**config.mk**
```make
export PLATFORM = sky130hd
export DESIGN_NAME = dmc_missclass
export DESIGN_NICKNAME = d
export VERILOG_FILES = /design/src/rtl/dmc_pkg.sv /design/src/rtl/dmc_line_store.sv /design/src/rtl/dmc_first_touch.sv /design/src/rtl/dmc_shadow_lru.sv /design/src/rtl/dmc_missclass.sv
export SDC_FILE = /design/constraint.sdc
export NUM_CORES = 1
export LEC_CHECK = 0
export CELL_PAD_IN_SITES_DETAIL_PLACEMENT = 2
export CELL_PAD_IN_SITES_GLOBAL_PLACEMENT = 2
export CORE_ASPECT_RATIO = 2
export CORE_MARGIN = 2
export CORE_UTILIZATION = 37
export CTS_CLUSTER_SIZE = 40
export DETAILED_ROUTE_END_ITERATION = 8
export MAX_ROUTING_LAYER = met4
export PLACE_DENSITY = 0.77
export SLEW_MARGIN = 20
export SYNTH_ARGS = -nofsm -noshare
export SYNTH_HDL_FRONTEND = slang
export SYNTH_HIERARCHICAL = 1
export SYNTH_SLANG_ARGS = --single-unit
```
**constraint.sdc**
```tcl
create_clock -name clk -period 3.6 [get_ports clk]
set_input_delay 0.72 -clock clk [delete_from_list [all_inputs] [get_ports clk]]
set_output_delay 0.72 -clock clk [all_outputs]
set_load 0.01 [all_outputs]
```
**src/rtl/dmc_pkg.sv**
```systemverilog
package dmc_pkg;

    typedef enum logic [1:0] {
        KIND_HIT      = 2'd0,
        KIND_COLD     = 2'd1,
        KIND_CONFLICT = 2'd2,
        KIND_CAPACITY = 2'd3
    } miss_kind_e;

    typedef enum logic {
        ST_IDLE = 1'b0,
        ST_FILL = 1'b1
    } ctl_state_e;

endpackage

```
**src/rtl/dmc_line_store.sv**
```systemverilog
module dmc_line_store #(
    parameter int SET_CNT = 4,
    parameter int TAG_W   = 1,
    parameter int LINE_W  = 16,
    localparam int IDX_W  = (SET_CNT > 1) ? $clog2(SET_CNT) : 1
) (
    input  logic              clk,
    input  logic              rst_n,
    input  logic [IDX_W-1:0]  lk_idx,
    input  logic [TAG_W-1:0]  lk_tag,
    output logic              lk_hit,
    output logic [LINE_W-1:0] lk_line,
    input  logic              fill_en,
    input  logic [IDX_W-1:0]  fill_idx,
    input  logic [TAG_W-1:0]  fill_tag,
    input  logic [LINE_W-1:0] fill_line,
    input  logic [IDX_W-1:0]  peek_idx,
    output logic              peek_valid,
    output logic [TAG_W-1:0]  peek_tag,
    output logic [LINE_W-1:0] peek_line
);

    typedef struct packed {
        logic              valid;
        logic [TAG_W-1:0]  tag;
        logic [LINE_W-1:0] data;
    } line_t;

    line_t [SET_CNT-1:0] lines_d, lines_q;

    always_comb begin
        lines_d = lines_q;
        if (fill_en) begin
            lines_d[fill_idx].valid = 1'b1;
            lines_d[fill_idx].tag   = fill_tag;
            lines_d[fill_idx].data  = fill_line;
        end
    end

    always_ff @(posedge clk) begin
        if (!rst_n) lines_q <= '0;
        else        lines_q <= lines_d;
    end

    assign lk_hit     = lines_q[lk_idx].valid && (lines_q[lk_idx].tag == lk_tag);
    assign lk_line    = lines_q[lk_idx].data;
    assign peek_valid = lines_q[peek_idx].valid;
    assign peek_tag   = lines_q[peek_idx].tag;
    assign peek_line  = lines_q[peek_idx].data;

endmodule

```
**src/rtl/dmc_first_touch.sv**
```systemverilog
module dmc_first_touch #(
    parameter int BLK_W   = 3,
    localparam int BLK_CNT = 1 << BLK_W
) (
    input  logic             clk,
    input  logic             rst_n,
    input  logic [BLK_W-1:0] probe_blk,
    input  logic             mark_en,
    output logic             probe_seen
);

    logic [BLK_CNT-1:0] seen_d, seen_q;

    always_comb begin
        seen_d = seen_q;
        if (mark_en) seen_d[probe_blk] = 1'b1;
    end

    always_ff @(posedge clk) begin
        if (!rst_n) seen_q <= '0;
        else        seen_q <= seen_d;
    end

    assign probe_seen = seen_q[probe_blk];

endmodule

```
**src/rtl/dmc_shadow_lru.sv**
```systemverilog
module dmc_shadow_lru #(
    parameter int WAYS   = 4,
    parameter int BLK_W  = 3,
    localparam int RANK_W = (WAYS > 1) ? $clog2(WAYS) : 1
) (
    input  logic             clk,
    input  logic             rst_n,
    input  logic [BLK_W-1:0] probe_blk,
    input  logic             touch_en,
    output logic             probe_hit
);

    typedef struct packed {
        logic              valid;
        logic [BLK_W-1:0]  blk;
        logic [RANK_W-1:0] rank;
    } entry_t;

    entry_t [WAYS-1:0] ent_d, ent_q;
    logic   [WAYS-1:0] match;
    logic [RANK_W-1:0] hit_rank;

    for (genvar w = 0; w < WAYS; w++) begin : g_match
        assign match[w] = ent_q[w].valid && (ent_q[w].blk == probe_blk);
    end

    assign probe_hit = |match;

    always_comb begin
        hit_rank = '0;
        for (int w = 0; w < WAYS; w++) begin
            if (match[w]) hit_rank = hit_rank | ent_q[w].rank;
        end
    end

    always_comb begin
        ent_d = ent_q;
        if (touch_en) begin
            for (int w = 0; w < WAYS; w++) begin
                if (probe_hit) begin
                    if (match[w])                       ent_d[w].rank = '0;
                    else if (ent_q[w].rank < hit_rank)  ent_d[w].rank = ent_q[w].rank + 1'b1;
                end else begin
                    if (ent_q[w].rank == RANK_W'(WAYS - 1)) begin
                        ent_d[w].valid = 1'b1;
                        ent_d[w].blk   = probe_blk;
                        ent_d[w].rank  = '0;
                    end else begin
                        ent_d[w].rank  = ent_q[w].rank + 1'b1;
                    end
                end
            end
        end
    end

    always_ff @(posedge clk) begin
        if (!rst_n) begin
            for (int w = 0; w < WAYS; w++) begin
                ent_q[w].valid <= 1'b0;
                ent_q[w].blk   <= '0;
                ent_q[w].rank  <= RANK_W'(w);
            end
        end else begin
            ent_q <= ent_d;
        end
    end

endmodule

```
**src/rtl/dmc_missclass.sv**
```systemverilog
module dmc_missclass
    import dmc_pkg::*;
#(
    parameter int ADDR_W    = 4,
    parameter int SET_CNT   = 4,
    parameter int BLK_BYTES = 2,
    localparam int OFF_W  = (BLK_BYTES > 1) ? $clog2(BLK_BYTES) : 1,
    localparam int IDX_W  = (SET_CNT > 1) ? $clog2(SET_CNT) : 1,
    localparam int TAG_W  = ADDR_W - IDX_W - OFF_W,
    localparam int BLK_W  = ADDR_W - OFF_W,
    localparam int LINE_W = 8 * BLK_BYTES
) (
    input  logic              clk,
    input  logic              rst_n,
    input  logic              req_valid,
    output logic              req_ready,
    input  logic [ADDR_W-1:0] req_addr,
    output logic              rsp_valid,
    output logic [7:0]        rsp_data,
    output logic              rsp_hit,
    output logic [1:0]        rsp_kind,
    output logic              mem_req_valid,
    output logic [BLK_W-1:0]  mem_req_blk,
    input  logic              mem_rsp_valid,
    input  logic [LINE_W-1:0] mem_rsp_data,
    input  logic [IDX_W-1:0]  dbg_set,
    output logic              dbg_valid,
    output logic [TAG_W-1:0]  dbg_tag,
    output logic [LINE_W-1:0] dbg_line
);

    typedef struct packed {
        ctl_state_e       st;
        logic             rsp_valid;
        logic             rsp_hit;
        miss_kind_e       kind;
        logic [7:0]       rsp_byte;
        logic [IDX_W-1:0] idx;
        logic [TAG_W-1:0] tag;
        logic [OFF_W-1:0] off;
        logic [BLK_W-1:0] blk;
    } ctl_t;

    ctl_t c_d, c_q;

    logic [OFF_W-1:0]  req_off;
    logic [IDX_W-1:0]  req_idx;
    logic [TAG_W-1:0]  req_tag;
    logic [BLK_W-1:0]  req_blk;
    logic              accept;
    logic              lookup_hit;
    logic [LINE_W-1:0] lookup_line;
    logic              blk_seen;
    logic              shadow_hit;
    logic              fill_en;

    assign req_off = req_addr[OFF_W-1:0];
    assign req_idx = req_addr[OFF_W +: IDX_W];
    assign req_tag = req_addr[ADDR_W-1 -: TAG_W];
    assign req_blk = req_addr[ADDR_W-1:OFF_W];

    assign req_ready = (c_q.st == ST_IDLE);
    assign accept    = req_valid && req_ready;

    dmc_line_store #(
        .SET_CNT (SET_CNT),
        .TAG_W   (TAG_W),
        .LINE_W  (LINE_W)
    ) u_store (
        .clk        (clk),
        .rst_n      (rst_n),
        .lk_idx     (req_idx),
        .lk_tag     (req_tag),
        .lk_hit     (lookup_hit),
        .lk_line    (lookup_line),
        .fill_en    (fill_en),
        .fill_idx   (c_q.idx),
        .fill_tag   (c_q.tag),
        .fill_line  (mem_rsp_data),
        .peek_idx   (dbg_set),
        .peek_valid (dbg_valid),
        .peek_tag   (dbg_tag),
        .peek_line  (dbg_line)
    );

    dmc_first_touch #(
        .BLK_W (BLK_W)
    ) u_touch (
        .clk        (clk),
        .rst_n      (rst_n),
        .probe_blk  (req_blk),
        .mark_en    (accept),
        .probe_seen (blk_seen)
    );

    dmc_shadow_lru #(
        .WAYS  (SET_CNT),
        .BLK_W (BLK_W)
    ) u_shadow (
        .clk       (clk),
        .rst_n     (rst_n),
        .probe_blk (req_blk),
        .touch_en  (accept),
        .probe_hit (shadow_hit)
    );

    always_comb begin
        c_d           = c_q;
        c_d.rsp_valid = 1'b0;
        fill_en       = 1'b0;
        unique case (c_q.st)
            ST_IDLE: begin
                if (accept) begin
                    if (lookup_hit) begin
                        c_d.rsp_valid = 1'b1;
                        c_d.rsp_hit   = 1'b1;
                        c_d.kind      = KIND_HIT;
                        c_d.rsp_byte  = lookup_line[{req_off, 3'b000} +: 8];
                    end else begin
                        c_d.st      = ST_FILL;
                        c_d.rsp_hit = 1'b0;
                        c_d.idx     = req_idx;
                        c_d.tag     = req_tag;
                        c_d.off     = req_off;
                        c_d.blk     = req_blk;
                        if (!blk_seen)       c_d.kind = KIND_COLD;
                        else if (shadow_hit) c_d.kind = KIND_CONFLICT;
                        else                 c_d.kind = KIND_CAPACITY;
                    end
                end
            end
            ST_FILL: begin
                if (mem_rsp_valid) begin
                    fill_en       = 1'b1;
                    c_d.rsp_valid = 1'b1;
                    c_d.rsp_byte  = mem_rsp_data[{c_q.off, 3'b000} +: 8];
                    c_d.st        = ST_IDLE;
                end
            end
            default: c_d.st = ST_IDLE;
        endcase
    end

    always_ff @(posedge clk) begin
        if (!rst_n) begin
            c_q      <= '0;
            c_q.st   <= ST_IDLE;
            c_q.kind <= KIND_HIT;
        end else begin
            c_q <= c_d;
        end
    end

    assign rsp_valid     = c_q.rsp_valid;
    assign rsp_data      = c_q.rsp_byte;
    assign rsp_hit       = c_q.rsp_hit;
    assign rsp_kind      = c_q.kind;
    assign mem_req_valid = (c_q.st == ST_FILL);
    assign mem_req_blk   = c_q.blk;

endmodule

```
# == Yosys cells after proc, flatten, opt, wreduce, memory -nomap -nowiden ==
# Cells that the tools add are included.
# totals
ff_bits,124
latch_bits,0
mem_bits_rw,0
mem_bits_ro,0
input_bits,26
out_inout_bits,35
memories,0
# op_classes
n_addsub,4
multipliers,0
div,0
n_lt_le_gt_ge,10
eq_ne,16
shifts,2
n_mux,51
bitwise,7
n_reduce_logical,20
# ops
cell,n
bitwise mux 72 bit,3
demux 18 bit (select 2 bit),3
binary-select mux 18 bit (select 2 bit),2
2-to-1 mux 18 bit,3
2-to-1 mux 2 bit,22
indexed part select 16 x 5 -> 8 bit,2
2-to-1 mux 20 bit,1
AND reduction 3 bit,6
2-to-1 mux 17 bit,1
2-to-1 mux 16 bit,1
2-to-1 mux 8 bit,2
one-hot mux 8 bit (2 select lines),1
== test 3 bit,4
"!= test 3 x 1 -> 1 bit, second input constant",4
AND reduction 2 bit,5
"less-than comparator 2 x 3 -> 1 bit, second input constant",3
"adder 2 x 1 -> 2 bit, second input constant",4
"== test 2 bit, second input constant",4
logical AND 1 bit,8
less-than comparator 2 bit,4
bitwise OR 8 bit,1
2-to-1 mux 1 bit,7
2-to-1 mux 7 bit,1
bitwise OR 2 bit,3
other kinds (12),15

# == Depth between registers and ports, before layout ==
# Gate-level depths: netlist of run 1.
# logic_depth
depth_word,13
mapped_depth,11
depth_no_buf,9

# == By module ==
# Netlist of run 1, hierarchy kept.
# by_module_without_submodules
module,instances,cells_each,area_per_inst_um2,seq_area_each_um2
dmc_line_store,1,361,3589.7,1441.4
dmc_shadow_lru,1,175,1531.5,480.5
dmc_missclass,1,100,978.4,340.3
dmc_first_touch,1,30,397.9,160.2

# == Worst setup path after synthesis of run 1 ==
# OpenSTA, ideal clock, no wires.
# synth_path
path_type,input to register
startpoint,in req_addr[1]
endpoint,reg u_shadow/ent_q[19] (netlist name)
setup_ps,122
arrival_time_ps,2952
setup_slack_ps,526
cell_stages,11
path_cell_list,buf_4 > xnor2_1 > and4_1 > clkbuf_1 > a22o_1 > a221oi_1 > ha_1 > nor2_1 > a31oi_1 > a31o_1 > a221o_1
# synth_via
elab_chain_cells,12
# synth_lines
element,line,rtl
from (decl),dmc_missclass.sv:17,"input logic [ADDR_W-1:0] req_addr,"
== test 3 bit,dmc_shadow_lru.sv:24,assign match[w] = ent_q[w].valid && (ent_q[w].blk == probe_blk);
logical AND 1 bit,dmc_shadow_lru.sv:24,
2-to-1 mux 2 bit,dmc_shadow_lru.sv:32,if (match[w]) hit_rank = hit_rank | ent_q[w].rank;
bitwise OR 2 bit,dmc_shadow_lru.sv:32,
2-to-1 mux 2 bit,dmc_shadow_lru.sv:32,
bitwise OR 2 bit,dmc_shadow_lru.sv:32,
2-to-1 mux 2 bit,dmc_shadow_lru.sv:32,
bitwise OR 2 bit,dmc_shadow_lru.sv:32,
2-to-1 mux 2 bit,dmc_shadow_lru.sv:32,
less-than comparator 2 bit,dmc_shadow_lru.sv:42,else if (ent_q[w].rank < hit_rank) ent_d[w].rank = ent_q[w].rank + 1'b1;
!= test 3 x 1 -> 1 bit (no line),n/a,
AND reduction 2 bit (no line),n/a,
to (signal assigned),dmc_shadow_lru.sv:64,ent_q <= ent_d;
to (decl),dmc_shadow_lru.sv:19,"entry_t [WAYS-1:0] ent_d, ent_q;"
# Several ways; a longest one is shown, not always the timed one.
# A chain may end at the register's enable or synchronous reset.

# == Worst setup path in the final report of run 1 ==
# layout_path
startpoint,in dbg_set[1]
endpoint,out dbg_line[7]
# layout_via
elab_chain_cells,2
# layout_lines
element,line,rtl
from (decl),dmc_missclass.sv:26,"input logic [IDX_W-1:0] dbg_set,"
binary-select mux 18 bit (select 2 bit),dmc_line_store.sv:49,assign peek_line = lines_q[peek_idx].data;
2-to-1 mux 18 bit,n/a,
to (decl),dmc_missclass.sv:29,output logic [LINE_W-1:0] dbg_line
# No other way between the ends. The select of a mux whose other input is x is not followed.

==> results by group, run 1 <==
Run status
  – Status: complete, no violations

Hold path
  – Worst Hold Path Cells: 1
  – Min-delay src: u_touch/seen_q[6]
  – Hold Path Class: flip-flop to flip-flop
  – Hold Path Sink: u_touch/seen_q[6]

Clocking
  – Bufs on Longest Clock Path: 2
  – Total CTS buffers: 17
  – Resized cells post-CTS: 0
  – Clock latency on the worst-skew pair: roughly 0.42 ns
  – Clock root cell: clkbuf_16
  – Postcts setup bufs: 0
  – Sink Count: about 120
  – CTS tree: built
  – # H-tree levels: 4
  – Hold buffer count at CTS: 0
  – Clock-pin slew on the worst setup and hold paths: about 0.050 ns

Setup path
  – Number of cells on the worst reg-to-reg path: 9
  – Flop2flop setup slack: approximately 1.0 ns
  – Critical Path End Type: output port
  – Critical path startpoint category: input port
  – Critical path class: input port to output port
  – Worst reg2reg path startpoint: u_shadow/ent_q[2]
  – Worst EP required: about 2.9 ns
  – Worst Path Max Fanout: 18
  – Worst EP arrival: roughly 2.6 ns
  – R2r endpoint: u_shadow/ent_q[13]

Placed design
  – DP HPWL: roughly 16 mm
  – Placed cells: 897
  – Port Buffer Count: 60
  – Global placement routability congestion: slightly below 0.9
  – DP Worst Slack: -0.0433 ns

Logic synthesis
  – Post-synthesis cell type count: 63
  – Syn nets: 700
  – Synth warn: 6
  – Synth top area cells: dfxtp_1 (37%), mux4_2 (12%), nand2_1 (8.4%), a21boi_0 (6.4%), mux2_2 (3.1%)
  – FF+latch count, synth: roughly 120
  – Mapped Cells: between 600 and 700
  – Post-Syn Area: between 0.006 and 0.007 mm²
  – Synth area leader: dfxtp_1
  – Share of flip-flops with an asynchronous set or reset: 0%
  – Synth cell count leaders: nand2_1 (146), dfxtp_1 (121), a21boi_0 (55)
  – Avg Cell Area, Syn: a little under 10 µm²
  – Top-area cell type share of the netlist area: 37.3%
  – Most numerous cell in the Yosys netlist: nand2_1
  – Sequential-to-total area share from yosys stat: between 30 and 40%
  – Main flop type after synthesis: dfxtp_1
  – Number of flops mapped to enable cells by yosys: 0

Layout
  – Diodes inserted: 0
  – Final core occ: a little under half
  – Nets: 740
  – Syn-to-layout area delta: 20.5%
  – Share of layout cells above drive strength 1: 17.3%
  – Finished Layout Cells: about 930

Timing
  – Pins over their slew limit: 0
  – Crit path time final: between 3 and 4 ns
  – Period utilization: 90.9%
  – Worst clock skew: 0.00853 ns
  – Fmax: 305 MHz
  – Final worst setup slack: roughly 0.33 ns
  – Worst slew margin: between 20% and 30%
  – RSZ-0062 raised after global routing: false
  – Worst Max-Slew Pin Slew: about 1.1 ns
  – Final count of negative-setup-slack endpoints: 0
  – Fin. Hold Viols: 0

Pwr
  – Leakage power: 2.72 nW
  – Overall power: 3.70 mW
  – PwrDens: around 470 mW/mm²
  – Max VDD drop: ~0.4 mV

Routing
  – Vias: 5,571
  – Final ANT Viol Nets: 0
  – Initial drt markers: roughly 200
  – Routed vias/inst: approximately 6.0
  – Average wire per standard cell: 25.7 µm
  – Drc violations: 0
  – Initial DRT Pass Iterations: 4
  – Drt total wl: about 24 mm

Floorplanning
  – Core Footprint: between 0.015 and 0.02 mm²
  – Starting Density: between 30% and 40%
  – I/O pin cnt: between 60 and 70
  – Die area: roughly 0.019 mm²
  – Die height: about 190 µm
  – # rows: 68
  – Horiz. Die Dim: 97.7 µm

Global route
  – All-Layer GR Usage: 26.9%
  – Antenna violations before repair: 0
  – Congestion Overflow GR: 0
  – Pin count of the biggest net entering global routing: roughly 110
  – Global-route wire length before repair: 37.1 mm
  – Number of global-route vias before repair: around 6,500

Flow run
  – Maxcap violations: 0
worst max-delay path by stage:
stage                            from                 end  cells after the start
after detailed placement  req_addr[3]  u_shadow/ent_q[13]                     11
after global routing      req_addr[1]  u_shadow/ent_q[13]                     11
after floorplan           req_addr[1]  u_shadow/ent_q[19]                     11
final                      dbg_set[1]         dbg_line[7]                      4
after CTS                  dbg_set[1]         dbg_line[7]                      4
after global placement    req_addr[3]  u_shadow/ent_q[19]                     11
flip-flops by register name (all words and copies together), names as in the netlist:
name,count
rsp_data,8
c_q,3
rsp_kind,2
rsp_valid,1
u_touch/seen_q,8
rsp_hit,1
mem_req_valid,1
u_shadow/ent_q,24
u_store/lines_q,72
mem_req_blk,1
critical path, cell delays in order:
cell and delay (ns):
clkdlybuf4s50_1 0.51, buf_12 0.21, mux4_2 0.57, clkdlybuf4s50_1 0.52
kinds of logic (layout without fill, tap and decap cells):
| family | count (synthesis) | count (layout) | share of synthesized area (%) |
|---|---|---|---|
| AO/OA/AOI/OAI | 156 | 156 | 17.6 |
| XOR/XNOR | 14 | 14 | 1.89 |
| adder cells (fa/ha/maj) | 8 | 8 | 1.54 |
| buffers and inverters | 75 | 127 | 6.84 |
| flip-flops | 121 | 121 | 37.3 |
| multiplexers | 66 | 66 | 17.6 |
| AND/OR/NAND/NOR | 226 | 226 | 17.3 |
cell usage in the layout (no fill, tap or decap), types with 4 or more instances in the layout:
master,Yosys,final
clkdlybuf4s50_1,0,58
mux2i_1,12,12
mux4_2,34,34
buf_12,0,5
clkbuf_16,0,17
nand4_1,19,19
a31oi_1,8,8
ha_1,8,8
a21oi_1,23,23
nor2b_1,7,6
mux2_2,18,18
o21a_1,12,12
xnor2_1,11,11
o31ai_1,12,12
o221ai_1,8,8
nand2_1,146,146
inv_1,6,6
buf_4,24,22
a21boi_0,55,55
a21boi_1,15,15
nand3_1,5,5
bufinv_16,0,4
dfxtp_1,121,121
nor2_1,19,19
metrics by stage:
stage	hold WS, ns	TNS (ns)	cell area, µm²
finish	0.457	0	7830
global route	0.477	0	7830
CTS	0.461	0	7830
detailed placement	0.449	-0.0490	7210
global placement	0.439	0	7210
floorplan	0.432	0	6500
report_power, final:
part	switching [mW]	total (mW)	internal (mW)
combinational	0.240	0.434	0.194
clock	0.623	1.83	1.21
sequential	0.0536	1.44	1.39
total	0.917	3.70	2.79
per-layer routing:
metal,part of all wire [%],GRT usage [%]
met4,5.8,16.9
met5,0,-
met2,57,51.0
met1,35,24.6
met3,2.4,4.10
area by class of cell:
type	instances	area [µm²]
Clock inverter	8	143
Sequential cell	121	2420
Fill cell	1844	9440
Tap cell	210	263
Inverter	9	33.8
Timing Repair Buffer	87	856
Clock buffer	23	478
Multi-Input combinational cell	470	3630
No activity file was read; power rests on OpenSTA's default activity.
==> run 2: changes to the inputs <==
--- a/config.mk
+++ b/config.mk
@@ -9,12 +9,11 @@
 export CELL_PAD_IN_SITES_GLOBAL_PLACEMENT = 2
 export CORE_ASPECT_RATIO = 2
 export CORE_MARGIN = 2
-export CORE_UTILIZATION = 37
+export CORE_UTILIZATION = 25
 export CTS_CLUSTER_SIZE = 40
 export DETAILED_ROUTE_END_ITERATION = 8
 export MAX_ROUTING_LAYER = met4
-export PLACE_DENSITY = 0.77
-export SLEW_MARGIN = 20
+export PLACE_DENSITY = 0.55
 export SYNTH_ARGS = -nofsm -noshare
 export SYNTH_HDL_FRONTEND = slang
 export SYNTH_HIERARCHICAL = 1
==> results by group, run 2 (synthesized netlist as in run 1, its figures left out) <==
Run status
  – Status: complete, no violations

Flow run
  – Maxcap violations: 0

Layout
  – Commonest non-fill, non-tap cell in the layout: nand2_1
  – Most flop-heavy register: u_store/lines_q
  – Most frequent cells in the layout: nand2_1 (146), dfxtp_1 (121), clkdlybuf4s50_1 (57)
  – Diodes inserted: 0
  – Share of layout cells above drive strength 1: 17.1%
  – Max FFs per register: around 70
  – Syn-to-layout area delta: 21.2%
  – Top flop regs: u_store/lines_q (72), u_shadow/ent_q (24)
  – Nets: ~740

Routing
  – Final ANT Viol Nets: 0
  – Initial DRT Pass Iterations: 4
  – Drt total wl: 23.9 mm
  – Drc violations: 0
  – Initial drt markers: slightly below 200
  – Vias: approximately 5,500
  – Routed vias/inst: 5.17
  – Average wire per standard cell: about 23 µm

Timing
  – Setup TNS Final: 0 ns
  – Pins over their slew limit: 0
  – RSZ-0062 raised after global routing: false
  – Worst clock skew: 0.0106 ns
  – Crit path time final: approximately 3.3 ns
  – Worst slew margin: between 20 and 30%
  – Period utilization: 90.8%
  – Final worst setup slack: roughly 0.33 ns
  – Worst Max-Slew Pin Slew: around 1.1 ns
  – Fin. Hold Viols: 0
  – Final count of negative-setup-slack endpoints: 0
  – Fmax: 306 MHz

Setup path
  – Critical path buffers and inverters: 3
  – Worst path max stage delay: 0.57 ns
  – Critical path startpoint category: input port
  – Worst EP required: around 2.9 ns
  – CP delay by family, top: buffers and inverters
  – Most frequent cell on the critical path: clkdlybuf4s50_1
  – Slowest CP cell: mux4_2
  – Critical Path End Type: output port
  – Worst Path Max Fanout: 18
  – Worst-path cell chain: clkdlybuf4s50_1, buf_12, mux4_2, clkdlybuf4s50_1
  – Critical path class: input port to output port
  – Worst EP arrival: 2.55 ns

Placed design
  – DP HPWL: around 16 mm
  – Global placement routability congestion: between 0.8 and 0.9
  – Port Buffer Count: 60
  – DP Worst Slack: about 0.047 ns

Pwr
  – PwrDens: 429 mW/mm²
  – Sw frac: between 20% and 30%
  – Clock power share: between 40 and 50%
  – Net Sw Power: 886 µW
  – Leakage power: between 2 and 3 nW
  – Max VDD drop: between 0.2 and 0.3 mV
  – Int Power: 2.49 mW
  – Sequential Power Share: 42.6%
  – Gate power share: about 13%

Global route
  – Pin count of the biggest net entering global routing: about 110
  – Number of global-route vias before repair: a little over 6,000
  – All-Layer GR Usage: around a fifth
  – Antenna violations before repair: 0
  – Congestion Overflow GR: 0
  – Global-route wire length before repair: approximately 37 mm

Clocking
  – Clock root cell: clkbuf_16
  – Resized cells post-CTS: 0
  – CTS tree: built
  – Sink Count: approximately 120
  – Total CTS buffers: 17
  – Clock latency on the worst-skew pair: 0.43 ns
  – Clock-pin slew on the worst setup and hold paths: ~0.050 ns
  – Hold buffer count at CTS: 0
  – Postcts setup bufs: 0
  – Bufs on Longest Clock Path: 2
  – # H-tree levels: 4

Floorplanning
  – # rows: between 80 and 90
  – Horiz. Die Dim: around 120 µm
  – I/O pin cnt: a little over 60
  – Die height: ~230 µm
  – Die area: roughly 0.027 mm²
  – Starting Density: approximately 25%
  – Core Footprint: about 0.026 mm²

Hold path
  – Hold Path Class: flip-flop to flip-flop
-- run 2: stage by stage --
step / power, mW / cells / hold WS, ns / util, % / instance area, µm²
floorplan: 1.72 / 666 / 0.432 / - / 6500
global placement: 1.88 / 1029 / 0.440 / 28.7 / 7370
detailed placement: 1.90 / 1029 / 0.446 / 28.7 / 7370
CTS: 3.45 / 1058 / 0.459 / 30.7 / 7870
global route: 3.53 / 1058 / 0.482 / 30.7 / 7870
finish: 3.38 / 1058 / 0.455 / 30.7 / 7870
-- run 2: metal layers --
metal	share of wire (%)	routed length, µm	track usage (%)
met1	38	8990	18.3
met2	57	13600	35.4
met3	2.5	604	3.56
met4	3.1	746	8.21
met5	0	0	-
-- run 2: area by class of cell --
cell class,count,area (µm²)
inverters,9,33.8
multi-input cells,470,3630
clock buffers,25,485
flip-flops and latches,121,2420
fillers,2893,17800
well taps,340,425
clock inverters,4,20.0
repair buffers,89,853
-- run 2: final timing paths --
path	slack (ns)	start	to	depth (start not counted)
max reg2reg	1.08	u_shadow/ent_q[2]	u_shadow/ent_q[13]	10
max	0.33	dbg_set[1]	dbg_line[7]	4
min	0.45	u_touch/seen_q[1]	u_touch/seen_q[1]	1
min reg2reg	0.45	u_touch/seen_q[1]	u_touch/seen_q[1]	1
-- run 2: power by group through the flow --
stage | logic (mW) | registers, mW | clock network [mW]
global route | 0.459 | 1.45 | 1.63
detailed placement | 0.428 | 1.47 | 0
floorplan | 0.274 | 1.44 | 0
CTS | 0.430 | 1.44 | 1.58
finish | 0.421 | 1.44 | 1.52
global placement | 0.414 | 1.47 | 0
==> run 3: changes to the inputs <==
==> constraint.sdc (replaced) <==
create_clock -name clk -period 4.18 [get_ports clk]
set_input_delay 0.836 -clock clk [delete_from_list [all_inputs] [get_ports clk]]
set_output_delay 0.836 -clock clk [all_outputs]
set_load 0.01 [all_outputs]
==> results by group, run 3 (synthesized netlist as in run 1, its figures left out) <==
Setup path
  – Worst reg2reg path startpoint: u_shadow/ent_q[2]
  – Critical path class: input port to flip-flop
  – Worst Path Max Fanout: 7
  – Flop2flop setup slack: 1.38 ns
  – Number of cells on the worst reg-to-reg path: 9
  – R2r endpoint: u_shadow/ent_q[19]
  – Worst Setup EP: u_shadow/ent_q[19]
  – Critical Path End Type: flip-flop
  – Crit path from: req_addr[3]
  – Worst EP arrival: 3.89 ns
  – Worst EP required: approximately 4.5 ns
  – Critical path startpoint category: input port

Run status
  – Status: complete, no violations

Pwr
  – Sw frac: 25.0%
  – Sequential Power Share: roughly 40%
  – Int Power: around 2.4 mW
  – Clock power share: approximately half
  – Gate power share: 11.4%
  – Net Sw Power: slightly below 800 µW
  – Leakage power: roughly 2.7 nW
  – Overall power: roughly 3.2 mW
  – Max VDD drop: 0.281 mV
  – PwrDens: around 400 mW/mm²

Layout
  – Most frequent cells in the layout: nand2_1 (146), dfxtp_1 (121), clkdlybuf4s50_1 (57)
  – Diodes inserted: 0
  – Finished Layout Cells: about 1,100
  – Register area: 0.00242 mm²
  – Top flop regs: u_store/lines_q (72), u_shadow/ent_q (24)
  – Syn-to-layout area delta: 21.7%
  – Share of layout cells above drive strength 1: between 15 and 20%
  – Most flop-heavy register: u_store/lines_q
  – Max FFs per register: 72
  – Nets: between 700 and 800
  – Fill cells: between 2,000 and 3,000
  – Commonest non-fill, non-tap cell in the layout: nand2_1
  – Multi-input logic area: ~0.0036 mm²

Clocking
  – Clock latency on the worst-skew pair: about 0.43 ns
  – Hold buffer count at CTS: 0
  – Clock root cell: clkbuf_16
  – Resized cells post-CTS: 0
  – Sink Count: about 120
  – Total CTS buffers: 17
  – CTS tree: built
  – Bufs on Longest Clock Path: 2
  – Postcts setup bufs: 0
  – Clock-pin slew on the worst setup and hold paths: around 0.05 ns
  – # H-tree levels: 4

Routing
  – Routed vias/inst: roughly 5.2
  – Final ANT Viol Nets: 0
  – Average wire per standard cell: approximately 23 µm
  – Initial drt markers: about 170
  – Drc violations: 0
  – Drt total wl: roughly 24 mm
  – Vias: 5,437
  – Initial DRT Pass Iterations: 4

Floorplanning
  – I/O pin cnt: slightly above 60
  – # rows: 83
  – Die height: approximately 230 µm
  – Core Footprint: ~0.026 mm²
  – Die area: roughly 0.027 mm²
  – Horiz. Die Dim: 118 µm
  – Starting Density: 25.3%

Timing
  – Final worst setup slack: approximately 0.61 ns
  – Pins over their slew limit: 0
  – Worst Max-Slew Pin Slew: 1.11 ns
  – Period utilization: a little under nine tenths
  – Worst hold slack: approximately 0.46 ns
  – RSZ-0062 raised after global routing: false
  – Worst slew margin: 25.9%
  – Worst clock skew: roughly 0.0056 ns
  – Fmax: roughly 280 MHz
  – Setup TNS Final: 0 ns
  – Final count of negative-setup-slack endpoints: 0
  – Crit path time final: 3.57 ns
  – Fin. Hold Viols: 0

Hold path
  – Hold Path Class: flip-flop to flip-flop
  – Min-delay src: u_touch/seen_q[3]
  – Worst Hold Path Cells: 1

Global route
  – Global-route wire length before repair: ~37 mm
  – All-Layer GR Usage: between 10% and 20%
  – Number of global-route vias before repair: a little over 6,000
  – Pin count of the biggest net entering global routing: 47
  – Congestion Overflow GR: 0
  – Antenna violations before repair: 0

Placed design
  – Global placement routability congestion: about 0.87
  – Port Buffer Count: 60
  – DP HPWL: approximately 17 mm
  – Placed cells: just over 1,000
  – DP Worst Slack: between 0.08 and 0.09 ns

Flow run
  – Maxcap violations: 0
[run 3: worst min path at each step]
stage / to / slack, ns
detailed placement: u_touch/seen_q[0] / 0.45
global route: u_touch/seen_q[0] / 0.48
floorplan: u_touch/seen_q[1] / 0.43
finish: u_touch/seen_q[3] / 0.46
CTS: u_touch/seen_q[0] / 0.47
global placement: u_touch/seen_q[6] / 0.44
[run 3: critical path, cell delays in order]
cell and delay (ns):
clkdlybuf4s50_1 0.72, xnor2_1 0.17, and4_1 0.22, a22o_1 0.22, a221oi_1 0.59, ha_1 0.35, nor2_1 0.09, a31oi_1 0.08
a31o_1 0.26, a221o_1 0.34
[run 3: final cells by class]
class / count / share of cell area (%)
clock buffers: 25 / 6.39
inverters: 9 / 0.427
multi-input cells: 470 / 45.9
clock inverters: 7 / 1.42
repair buffers: 82 / 9.81
well taps: 340 / 5.38
flip-flops and latches: 121 / 30.6
[run 3: per-stage QoR]
| step | utilization (%) | area [µm²] |
|---|---|---|
| after global placement | 28.4 | 7290 |
| after floorplan | - | 6500 |
| after global routing | 30.8 | 7910 |
| after CTS | 30.8 | 7910 |
| final | 30.8 | 7910 |
| after detailed placement | 28.4 | 7290 |
[run 3: layer usage]
layer	GRT usage, %	vias to the layer above	routed length, µm
li1	-	2478	-
met1	18.6	2848	9070
met5	-	-	0
met4	6.44	0	568
met2	36.9	82	14100
met3	3.54	29	506
[run 3: power groups by stage]
stage	clock network [mW]	registers, mW	logic (mW)
final	1.56	1.24	0.360
after global routing	1.67	1.24	0.393
after CTS	1.60	1.24	0.368
after detailed placement	0	1.26	0.366
after global placement	0	1.26	0.352
after floorplan	0	1.24	0.236
